$ cat src/rtl/rxdma_pkg.sv
package rxdma_pkg;
    typedef enum logic [1:0] {
        FILL_NONE = 2'd0,
        FILL_A    = 2'd1,
        FILL_B    = 2'd2
    } fill_e;
endpackage

$ cat src/rtl/rxdma_pick.sv
// Chooses the buffer that takes the next byte: the one in progress, else A, else B.
module rxdma_pick
    import rxdma_pkg::*;
(
    input  fill_e fill,
    input  logic  act_a,
    input  logic  act_b,
    output fill_e tgt
);
    always_comb begin
        if (fill != FILL_NONE) tgt = fill;
        else if (act_a)        tgt = FILL_A;
        else if (act_b)        tgt = FILL_B;
        else                   tgt = FILL_NONE;
    end
endmodule

$ cat src/rtl/rxdma_sscode.sv
// Next saved-count status code: bit0 buffer, bit1 saved, bit2 repeated.
module rxdma_sscode (
    input  logic [2:0] cur,
    input  logic       is_b,
    output logic [2:0] nxt
);
    always_comb nxt = {cur[1], 1'b1, is_b};
endmodule

$ cat src/rtl/rxdma_pingpong.sv
module rxdma_pingpong
    import rxdma_pkg::*;
#(
    parameter int ADDR_W = 16,
    parameter int LEN_W  = 8
) (
    input  logic              clk,
    input  logic              rst_n,
    input  logic              dma_rst,
    input  logic              uart_mode,
    input  logic              arm_a,
    input  logic              arm_b,
    input  logic [ADDR_W-1:0] base_a,
    input  logic [LEN_W-1:0]  len_a,
    input  logic [ADDR_W-1:0] base_b,
    input  logic [LEN_W-1:0]  len_b,
    input  logic              rx_valid,
    input  logic [7:0]        rx_data,
    input  logic              rx_par_err,
    input  logic              rx_frm_err,
    input  logic              ss_deassert,
    output logic              mem_we,
    output logic [ADDR_W-1:0] mem_addr,
    output logic [7:0]        mem_wdata,
    output logic              act_a,
    output logic              act_b,
    output logic              ovf,
    output logic              par_a,
    output logic              par_b,
    output logic              frm_a,
    output logic              frm_b,
    output logic [2:0]        ss_stat,
    output logic [LEN_W-1:0]  saved_cnt
);
    typedef struct packed {
        logic              act_a;
        logic              act_b;
        fill_e             fill;
        logic [LEN_W-1:0]  cnt;
        logic [ADDR_W-1:0] base_a;
        logic [ADDR_W-1:0] base_b;
        logic [LEN_W-1:0]  len_a;
        logic [LEN_W-1:0]  len_b;
        logic              ovf;
        logic              par_a;
        logic              par_b;
        logic              frm_a;
        logic              frm_b;
        logic [2:0]        stat;
        logic [LEN_W-1:0]  scnt;
        logic              we;
        logic [ADDR_W-1:0] addr;
        logic [7:0]        data;
    } state_t;

    state_t q, d;

    // Arm stage: re-arming the buffer in progress restarts its count.
    logic             armed_act_a, armed_act_b, restart;
    fill_e            armed_fill;
    logic [LEN_W-1:0] armed_cnt;

    assign armed_act_a = q.act_a | arm_a;
    assign armed_act_b = q.act_b | arm_b;
    assign restart     = (arm_a && q.fill == FILL_A) || (arm_b && q.fill == FILL_B);
    assign armed_fill  = restart ? FILL_NONE : q.fill;
    assign armed_cnt   = restart ? '0 : q.cnt;

    fill_e      ss_tgt, rx_tgt;
    logic [2:0] ss_next;

    rxdma_pick u_pick_ss (
        .fill (q.fill),
        .act_a(q.act_a),
        .act_b(q.act_b),
        .tgt  (ss_tgt)
    );

    rxdma_pick u_pick_rx (
        .fill (armed_fill),
        .act_a(armed_act_a),
        .act_b(armed_act_b),
        .tgt  (rx_tgt)
    );

    rxdma_sscode u_sscode (
        .cur (q.stat),
        .is_b(ss_tgt == FILL_B),
        .nxt (ss_next)
    );

    logic [LEN_W-1:0]  cnt_inc;
    logic [LEN_W-1:0]  tgt_len;
    logic [ADDR_W-1:0] tgt_base;

    always_comb begin
        d         = q;
        d.we      = 1'b0;
        d.fill    = armed_fill;
        d.cnt     = armed_cnt;
        cnt_inc   = armed_cnt + 1'b1;
        tgt_len   = '0;
        tgt_base  = '0;

        // chip-select deassertion: sampled on pre-byte state
        if (ss_deassert && !uart_mode && ss_tgt != FILL_NONE) begin
            d.stat = ss_next;
            d.scnt = q.cnt;
        end

        if (arm_a) begin
            d.act_a  = 1'b1;
            d.base_a = base_a;
            d.len_a  = len_a;
            d.par_a  = 1'b0;
            d.frm_a  = 1'b0;
            d.stat   = '0;
            d.scnt   = q.scnt;
        end
        if (arm_b) begin
            d.act_b  = 1'b1;
            d.base_b = base_b;
            d.len_b  = len_b;
            d.par_b  = 1'b0;
            d.frm_b  = 1'b0;
            d.stat   = '0;
            d.scnt   = q.scnt;
        end

        if (rx_valid) begin
            if (rx_tgt == FILL_NONE) begin
                d.ovf = 1'b1;
            end else begin
                tgt_base = (rx_tgt == FILL_A) ? d.base_a : d.base_b;
                tgt_len  = (rx_tgt == FILL_A) ? d.len_a  : d.len_b;
                d.we     = 1'b1;
                d.addr   = tgt_base + ADDR_W'(armed_cnt);
                d.data   = rx_data;
                if (uart_mode) begin
                    if (rx_tgt == FILL_A) begin
                        d.par_a = d.par_a | rx_par_err;
                        d.frm_a = d.frm_a | rx_frm_err;
                    end else begin
                        d.par_b = d.par_b | rx_par_err;
                        d.frm_b = d.frm_b | rx_frm_err;
                    end
                end
                if (cnt_inc == tgt_len) begin
                    if (rx_tgt == FILL_A) d.act_a = 1'b0;
                    else                  d.act_b = 1'b0;
                    d.fill = FILL_NONE;
                    d.cnt  = '0;
                end else begin
                    d.fill = rx_tgt;
                    d.cnt  = cnt_inc;
                end
            end
        end

        if (dma_rst) begin
            d.act_a = 1'b0;
            d.act_b = 1'b0;
            d.fill  = FILL_NONE;
            d.cnt   = '0;
            d.ovf   = 1'b0;
            d.par_a = 1'b0;
            d.par_b = 1'b0;
            d.frm_a = 1'b0;
            d.frm_b = 1'b0;
            d.stat  = '0;
            d.scnt  = '0;
            d.we    = 1'b0;
        end
    end

    always_ff @(posedge clk or negedge rst_n) begin
        if (!rst_n) q <= '0;
        else        q <= d;
    end

    assign mem_we    = q.we;
    assign mem_addr  = q.addr;
    assign mem_wdata = q.data;
    assign act_a     = q.act_a;
    assign act_b     = q.act_b;
    assign ovf       = q.ovf;
    assign par_a     = q.par_a;
    assign par_b     = q.par_b;
    assign frm_a     = q.frm_a;
    assign frm_b     = q.frm_b;
    assign ss_stat   = q.stat;
    assign saved_cnt = q.scnt;
endmodule

$ cat config.mk
export PLATFORM = sky130hd
export DESIGN_NAME = rxdma_pingpong
export DESIGN_NICKNAME = d
export VERILOG_FILES = /design/src/rtl/rxdma_pkg.sv /design/src/rtl/rxdma_pick.sv /design/src/rtl/rxdma_sscode.sv /design/src/rtl/rxdma_pingpong.sv
export SDC_FILE = /design/constraint.sdc
export NUM_CORES = 1
export LEC_CHECK = 0
export CAP_MARGIN = 0
export CORE_MARGIN = 1
export CORE_UTILIZATION = 48
export CTS_CLUSTER_SIZE = 28
export DETAILED_ROUTE_END_ITERATION = 10
export GPL_TIMING_DRIVEN = 0
export PLACE_DENSITY_LB_ADDON = 0.05
export RECOVER_POWER = 25
export SLEW_MARGIN = 20
export SYNTH_ARGS = -nofsm -noshare
export SYNTH_HDL_FRONTEND = slang
export SYNTH_HIERARCHICAL = 1
export SYNTH_SLANG_ARGS = --single-unit
export TNS_END_PERCENT = 50
$ cat constraint.sdc
create_clock -name clk -period 9.4 [get_ports clk]
set_input_delay 1.88 -clock clk [delete_from_list [all_inputs] [get_ports clk]]
set_output_delay 1.88 -clock clk [all_outputs]
set_load 0.1 [all_outputs]
# ---- Word-level counts from Yosys, hierarchy flattened
# Index checks and enable logic that the tools add are counted.
# W data, S select, Z words.
dict set report word_totals {
  input_bits 66
  output_inout_bits 43
  word_cells 91
  reg_bits 101
}
dict set report op_classes {
  n_addsub 2
  reduce_logical 17
  bitwise 7
  mux 40
  n_eq_ne 7
}
# op count
set op_table {}
lappend op_table {{$mux W25} 2}
lappend op_table {{$mux W12} 4}
lappend op_table {{$mux W16} 3}
lappend op_table {{$mux W8} 4}
lappend op_table {{$mux W11} 2}
lappend op_table {{$mux W17} 1}
lappend op_table {{$add A16 B8 Y16} 1}
lappend op_table {{$mux W2} 8}
lappend op_table {{$mux W1} 12}
lappend op_table {{$reduce_bool A2 Y1} 6}
lappend op_table {{$mux W10} 1}
lappend op_table {{$add A8 B1 Y8 const B} 1}
lappend op_table {{$eq A8 B8 Y1} 1}
lappend op_table {{$mux W4} 2}
lappend op_table {{$or A1 B1 Y1} 6}
lappend op_table {{$mux W5} 1}
lappend op_table {{$eq A2 B1 Y1 const B} 2}
lappend op_table {{$eq A2 B2 Y1 const B} 2}
lappend op_table {{$logic_and A1 B1 Y1} 4}
lappend op_table {{$ne A2 B2 Y1 const B} 2}
lappend op_table {{$reduce_and A2 Y1} 2}
lappend op_table {{$reduce_bool A4 Y1} 1}
lappend op_table {{$reduce_and A3 Y1} 1}
lappend op_table {{$logic_not A2 Y1} 1}
lappend op_table {{3 further kinds} 3}

# ---- Logic depth before layout (Yosys ltp)
dict set report logic_depth {
  ltp_word 14
  depth_mapped 26
  depth_no_buf 18
}

# ---- Hierarchy
# Netlist, hierarchy kept.
# mod instances seq_area_each_um2 area_each_um2 cells_each
set by_module_without_submodules {}
lappend by_module_without_submodules {rxdma_pingpong 1 2527.4 5241.3 522}
lappend by_module_without_submodules {rxdma_pick 2 0.0 28.8 4}
lappend by_module_without_submodules {rxdma_sscode 1 0.0 26.3 4}

# ---- Worst setup path after synthesis
# OpenSTA, ideal clock, no wires.
dict set report synth_path {
  kind {input port to flip-flop}
  startpoint {input port arm_b}
  endpoint {register q (netlist bit mem_addr[12])}
  n_path_buf 7
  setup_time_ps 133
  path_slack_ps 3164
  required_time_ps 9267
  cell_stages 25
  t_arrival_ps 6103
  cell_sequence {buf_2 > buf_6 > clkbuf_1 > clkbuf_1 > nor2_1 > inv_1 > inv_1 > o31ai_2 > buf_2 > nand2b_1 > buf_1 > clkbuf_1 > nor2_1 > nor2_1 > ha_1 > inv_1 > fa_1 > nor2b_1 > o21ai_0 > a21boi_0 > o21ai_0 > a21oi_1 > o211a_1 > xnor2_1 > o21ai_0}
}
dict set report synth_via {
  word_cells_on_any_way 16
  cone_classes {add/sub: 1; eq/ne: 1; mux: 7; bitwise: 2; reduce/logical: 5}
}
# element line_no
set synth_rtl {}
lappend synth_rtl {{start: declaration} rxdma_pingpong.sv:12} ;# input logic arm_b,
lappend synth_rtl {{$or A1 B1 Y1 *} rxdma_pingpong.sv:64} ;# assign armed_act_b = q.act_b | arm_b;
lappend synth_rtl {{named net armed_act_b} rxdma_pingpong.sv:59} ;# logic armed_act_a, armed_act_b, restart;
lappend synth_rtl {{$mux W2 *} rxdma_pick.sv:13} ;# else if (act_b) tgt = FILL_B;
lappend synth_rtl {{$mux W2 *} rxdma_pick.sv:12} ;# else if (act_a) tgt = FILL_A;
lappend synth_rtl {{$mux W2 *} rxdma_pick.sv:11} ;# if (fill != FILL_NONE) tgt = fill;
lappend synth_rtl {{named net rx_tgt[1]} rxdma_pingpong.sv:69} ;# fill_e ss_tgt, rx_tgt;
lappend synth_rtl {{$eq A2 B1 Y1 or $logic_not A2 Y1 (tied branches)} {rxdma_pingpong.sv:134, rxdma_pingpong.sv:131}}
lappend synth_rtl {{$mux W16 or $not A1 Y1 (tied branches)} -}
lappend synth_rtl {{$add A16 B8 Y16 or $reduce_and A2 Y1 (tied branches)} -}
lappend synth_rtl {{end signal: assignment} rxdma_pingpong.sv:177} ;# if (!rst_n) q <= '0;
lappend synth_rtl {{end signal: assignment} rxdma_pingpong.sv:178} ;# else q <= d;
lappend synth_rtl {{end: declaration} rxdma_pingpong.sv:56} ;# state_t q, d;
# Mark *: on every way through the listed nets, which the timed path passes. The rest lies on a longest branch.
# A chain may end at the register's enable or synchronous reset.

# ---- Final worst setup path
dict set report layout_path {
  startpoint {input port arm_a}
  endpoint {register q (netlist bit mem_addr[10])}
}
dict set report layout_via {
  word_cells_on_any_way 15
  cone_classes {add/sub: 1; eq/ne: 1; mux: 6; bitwise: 2; reduce/logical: 5}
}
# element line_no
set layout_rtl {}
lappend layout_rtl {{start: declaration} rxdma_pingpong.sv:11} ;# input logic arm_a,
lappend layout_rtl {{$or A1 B1 Y1 *} rxdma_pingpong.sv:63} ;# assign armed_act_a = q.act_a | arm_a;
lappend layout_rtl {{named net armed_act_a} rxdma_pingpong.sv:59}
lappend layout_rtl {{$mux W2 *} rxdma_pick.sv:12}
lappend layout_rtl {{$mux W2 *} rxdma_pick.sv:11}
lappend layout_rtl {{named net rx_tgt[1]} rxdma_pingpong.sv:69}
lappend layout_rtl {{$eq A2 B1 Y1 or $logic_not A2 Y1 (tied branches)} {rxdma_pingpong.sv:134, rxdma_pingpong.sv:131}}
lappend layout_rtl {{$mux W16 or $not A1 Y1 (tied branches)} -}
lappend layout_rtl {{$add A16 B8 Y16 or $reduce_and A2 Y1 (tied branches)} -}
# Marks and branches as above.

==> results.yml <==
final_layout:
  nets: 728
  fin_cells: 797
  area_delta_synth_final_pct: 27.4
  final_layout_size_suffix_gt1_share_pct: 18.1
  multi_input_area_mm2: 0.00233
  fillers: 955
  regArea_mm2: 0.00253
  diodes: 0
worst_hold_path:
  hold_start: "mem_wdata[6]"
  hp-class: "register to register"
clock_tree:
  clk_latency_ns: 0.37
  htree_levels: 3
  cts_tree: "yes"
  clockBufferDepth: 2
  postCtsResizedCells: 0
  cts_buffers: 9
  post_cts_buffers: 0
  cts-root-buf: "clkbuf_8"
  clkTransAtPathRegs_ns: 0.09
  clkSinkCount: 101
  cts_hold_buffers: 0
placement:
  portBuffers: 106
  placed_cells: 781
  gp_congestion: 0.843
  place_hpwl_um: 9110
grt:
  grt-ovfl-total: 0
  grt_pass1_vias: 4202
  grt_max_degree: 79
  antenna_found_initial: 0
  grt_pass1_wl_um: 20300
  grt_use_total_pct: 23.0
timing:
  min_period_ns: 7.56
  tns_ns: 0
  max_freq_ghz: 0.132
  rsz0062_at_grt: "false"
  slew_headroom_pct: -169
  slew_viol_final: 79
  period_share_pct: 80.4
  clock_skew_ns: 0.00975
  final_hold_viol_count: 0
  setup_viol: 0
  hold_slack_ns: 0.481
  tightest_slew_ns: 4.04
power_and_ir_drop:
  p_switching_mw: 0.488
  switching_share_pct: 37.6
  power_mw: 1.30
  clkPwrFrac_pct: 23.9
  power_density_mw_per_mm2: 191
  p_seq_share_pct: 38.7
  pwr-share-comb_pct: 37.4
  p_int_mw: 0.808
  ir_drop_v: 0.000143
  p_leak_nw: 3.10
detailed_routing:
  final_antenna_net_count: 0
  postRouteWirelength_um: 12300
  wl_per_cell_um: 15.4
  drc_errors: 0
  via_per_inst: 5.17
  drt_iter0_markers: 155
  first_pass_iters: 4
  vias: 4122
yosys:
  synth_top_area_share_pct: 47.5
  yosys.area.top_type: "dfrtp_1"
  ys_seq_elements: 101
  ys_seq_area_share_pct: 47.5
  syn_avg_cell_area_um2: 9.97
  syn_area_mm2: 0.00533
  syn-num-nets: 610
  syn_inst: 534
  synthAdderAreaFrac_pct: 2.49
  async_flop_share_pct: 100
  synth_mux_area_share_pct: 12.5
  ys_warn_count: 6
  synth_xor_area_share_pct: 3.95
  synth_top_family_by_area: "simple AND/OR/NAND/NOR gates"
  synthTopCellsByArea: "dfrtp_1 47%, mux2_2 9.1%, buf_4 5.4%"
  ys.flop_type: "dfrtp_1"
  synth_edf_count: 0
  synth_compound_area_share_pct: 9.14
  synth.distinct_cells: 49
  synth-simple-area-share_pct: 15.6
setup_path:
  path_max_fanout: 10
  startpoint_type: "primary input"
  required_ns: 9.68
  cp-end-kind: "register"
  startpoint: "arm_a"
  regToRegStartpoint: "q[97]"
  critPathKind: "primary input to register"
  arrival_ns: 7.85
floorplanning:
  io-pin-count: 109
  die-area_mm2: 0.0115
  die_width_um: 107
  die_h_um: 107
  core_area_mm2: 0.0108
  start_util_pct: 49.1
  num_rows: 38
run:
  drv_cap: 1
run_status:
  status: "finished, violations left"
  violations: "max-capacitance violations, max-slew violations"
sequential cells by signal, summed over array words and instances, names as in the netlist:
register	count
ss_stat	3
mem_wdata	8
q	58
saved_cnt	8
act_a	1
par_a	1
act_b	1
frm_b	1
ovf	1
mem_we	1
mem_addr	16
par_b	1
frm_a	1
layout by cell type (no fill, tap or decap), types with 3 or more instances in the layout:
cell             instances
buf_2                    7
nor3_1                   5
nand3b_1                 4
xor2_1                  13
clkbuf_8                11
nand3_1                 19
mux2i_1                 18
o211ai_1                 3
ha_1                     9
nand2_1                 65
buf_4                   38
a21o_1                   3
nand2b_1                 7
nand4_1                  7
dfrtp_1                101
and3_1                   4
o21ai_0                 22
a211oi_1                 3
clkbuf_1                15
nor2b_1                  6
a22o_1                   7
nor2_1                  54
mux2_2                  43
clkdlybuf4s50_1        105
inv_1                   20
a21oi_1                 20
xnor2_1                 11
or3_1                    3
power by group through the flow:
stage                     sequential (mW)  combinational, mW  clock, mW
after detailed placement            0.510              0.488          0
after global routing                0.507              0.516      0.335
final                               0.502              0.484      0.309
after CTS                           0.502              0.490      0.317
after global placement              0.509              0.481          0
after floorplan                     0.517              0.353          0
layer usage:
metal | share of wire [%] | vias up | track usage, %
met3 | 4.8 | 17 | 3.45
li1 | - | 1994 | -
met5 | 0 | - | 0
met2 | 48 | 107 | 38.4
met4 | 1.9 | 0 | 8.41
met1 | 45 | 2004 | 30.2
Yosys cell counts (9+ instances only):
| cell | instances |
|---|---|
| nand3_1 | 19 |
| o21ai_0 | 22 |
| xnor2_1 | 11 |
| mux2_2 | 43 |
| inv_1 | 20 |
| dfrtp_1 | 101 |
| clkbuf_1 | 12 |
| buf_4 | 38 |
| ha_1 | 9 |
| mux2i_1 | 18 |
| a21oi_1 | 20 |
| xor2_1 | 13 |
| nor2_1 | 54 |
| nand2_1 | 65 |
kinds of logic after synthesis:
family,count (synthesis)
xor+xnor,24
other cells,1
fa+ha+maj,10
buf+inv,81
flops,101
compound gates,74
simple gates,182
mux,61
worst max-delay path, stage by stage:
cell and delay, ns:
clkdlybuf4s50_1 0.65, buf_2 0.32, buf_2 0.35, buf_1 0.51, nor2_1 0.15, inv_1 0.12, o31ai_2 0.06, buf_2 0.17
nor2b_1 0.16, buf_2 0.24, buf_2 0.30, clkbuf_1 0.46, nor2_1 0.10, nor2_1 0.12, ha_1 0.17, inv_1 0.05
fa_1 0.40, nor2b_1 0.11, o21ai_0 0.10, a21boi_0 0.29, o21ai_0 0.19, a21oi_1 0.42, nand3_1 0.17, xnor2_1 0.16
o21ai_0 0.17
final timing paths:
check | cells past startpoint | slack (ns) | endpoint
worst min-delay path | 2 | 0.48 | mem_wdata[6]
worst min register to register | 2 | 0.48 | mem_wdata[6]
max in group asynchronous | 2 | 3.18 | q[66]
worst max register to register | 21 | 4.18 | mem_addr[10]
worst max-delay path | 25 | 1.84 | mem_addr[10]
min in group asynchronous | 1 | 1.77 | saved_cnt[5]
stage by stage:
| step | cell area (um^2) | util [%] | setup WS [ns] |
|---|---|---|---|
| 2_1_floorplan | 5330 | - | 3.16 |
| 3_3_place_gp | 6560 | 60.5 | 1.60 |
| 3_5_place_dp | 6590 | 60.8 | 1.54 |
| 4_1_cts | 6820 | 62.9 | 1.88 |
| 5_1_grt | 6780 | 62.6 | 1.33 |
| 6_report | 6780 | 62.6 | 1.84 |
final cells by class:
type,count,share of cell area [%]
Timing Repair Buffer,107,15.6
Clock inverter,4,1.03
Inverter,20,1.11
Tap cell,140,2.58
Buffer,61,5.83
Multi-Input combinational cell,352,34.3
Clock buffer,12,2.29
Sequential cell,101,37.3
No activity file was read; power rests on OpenSTA's default activity.
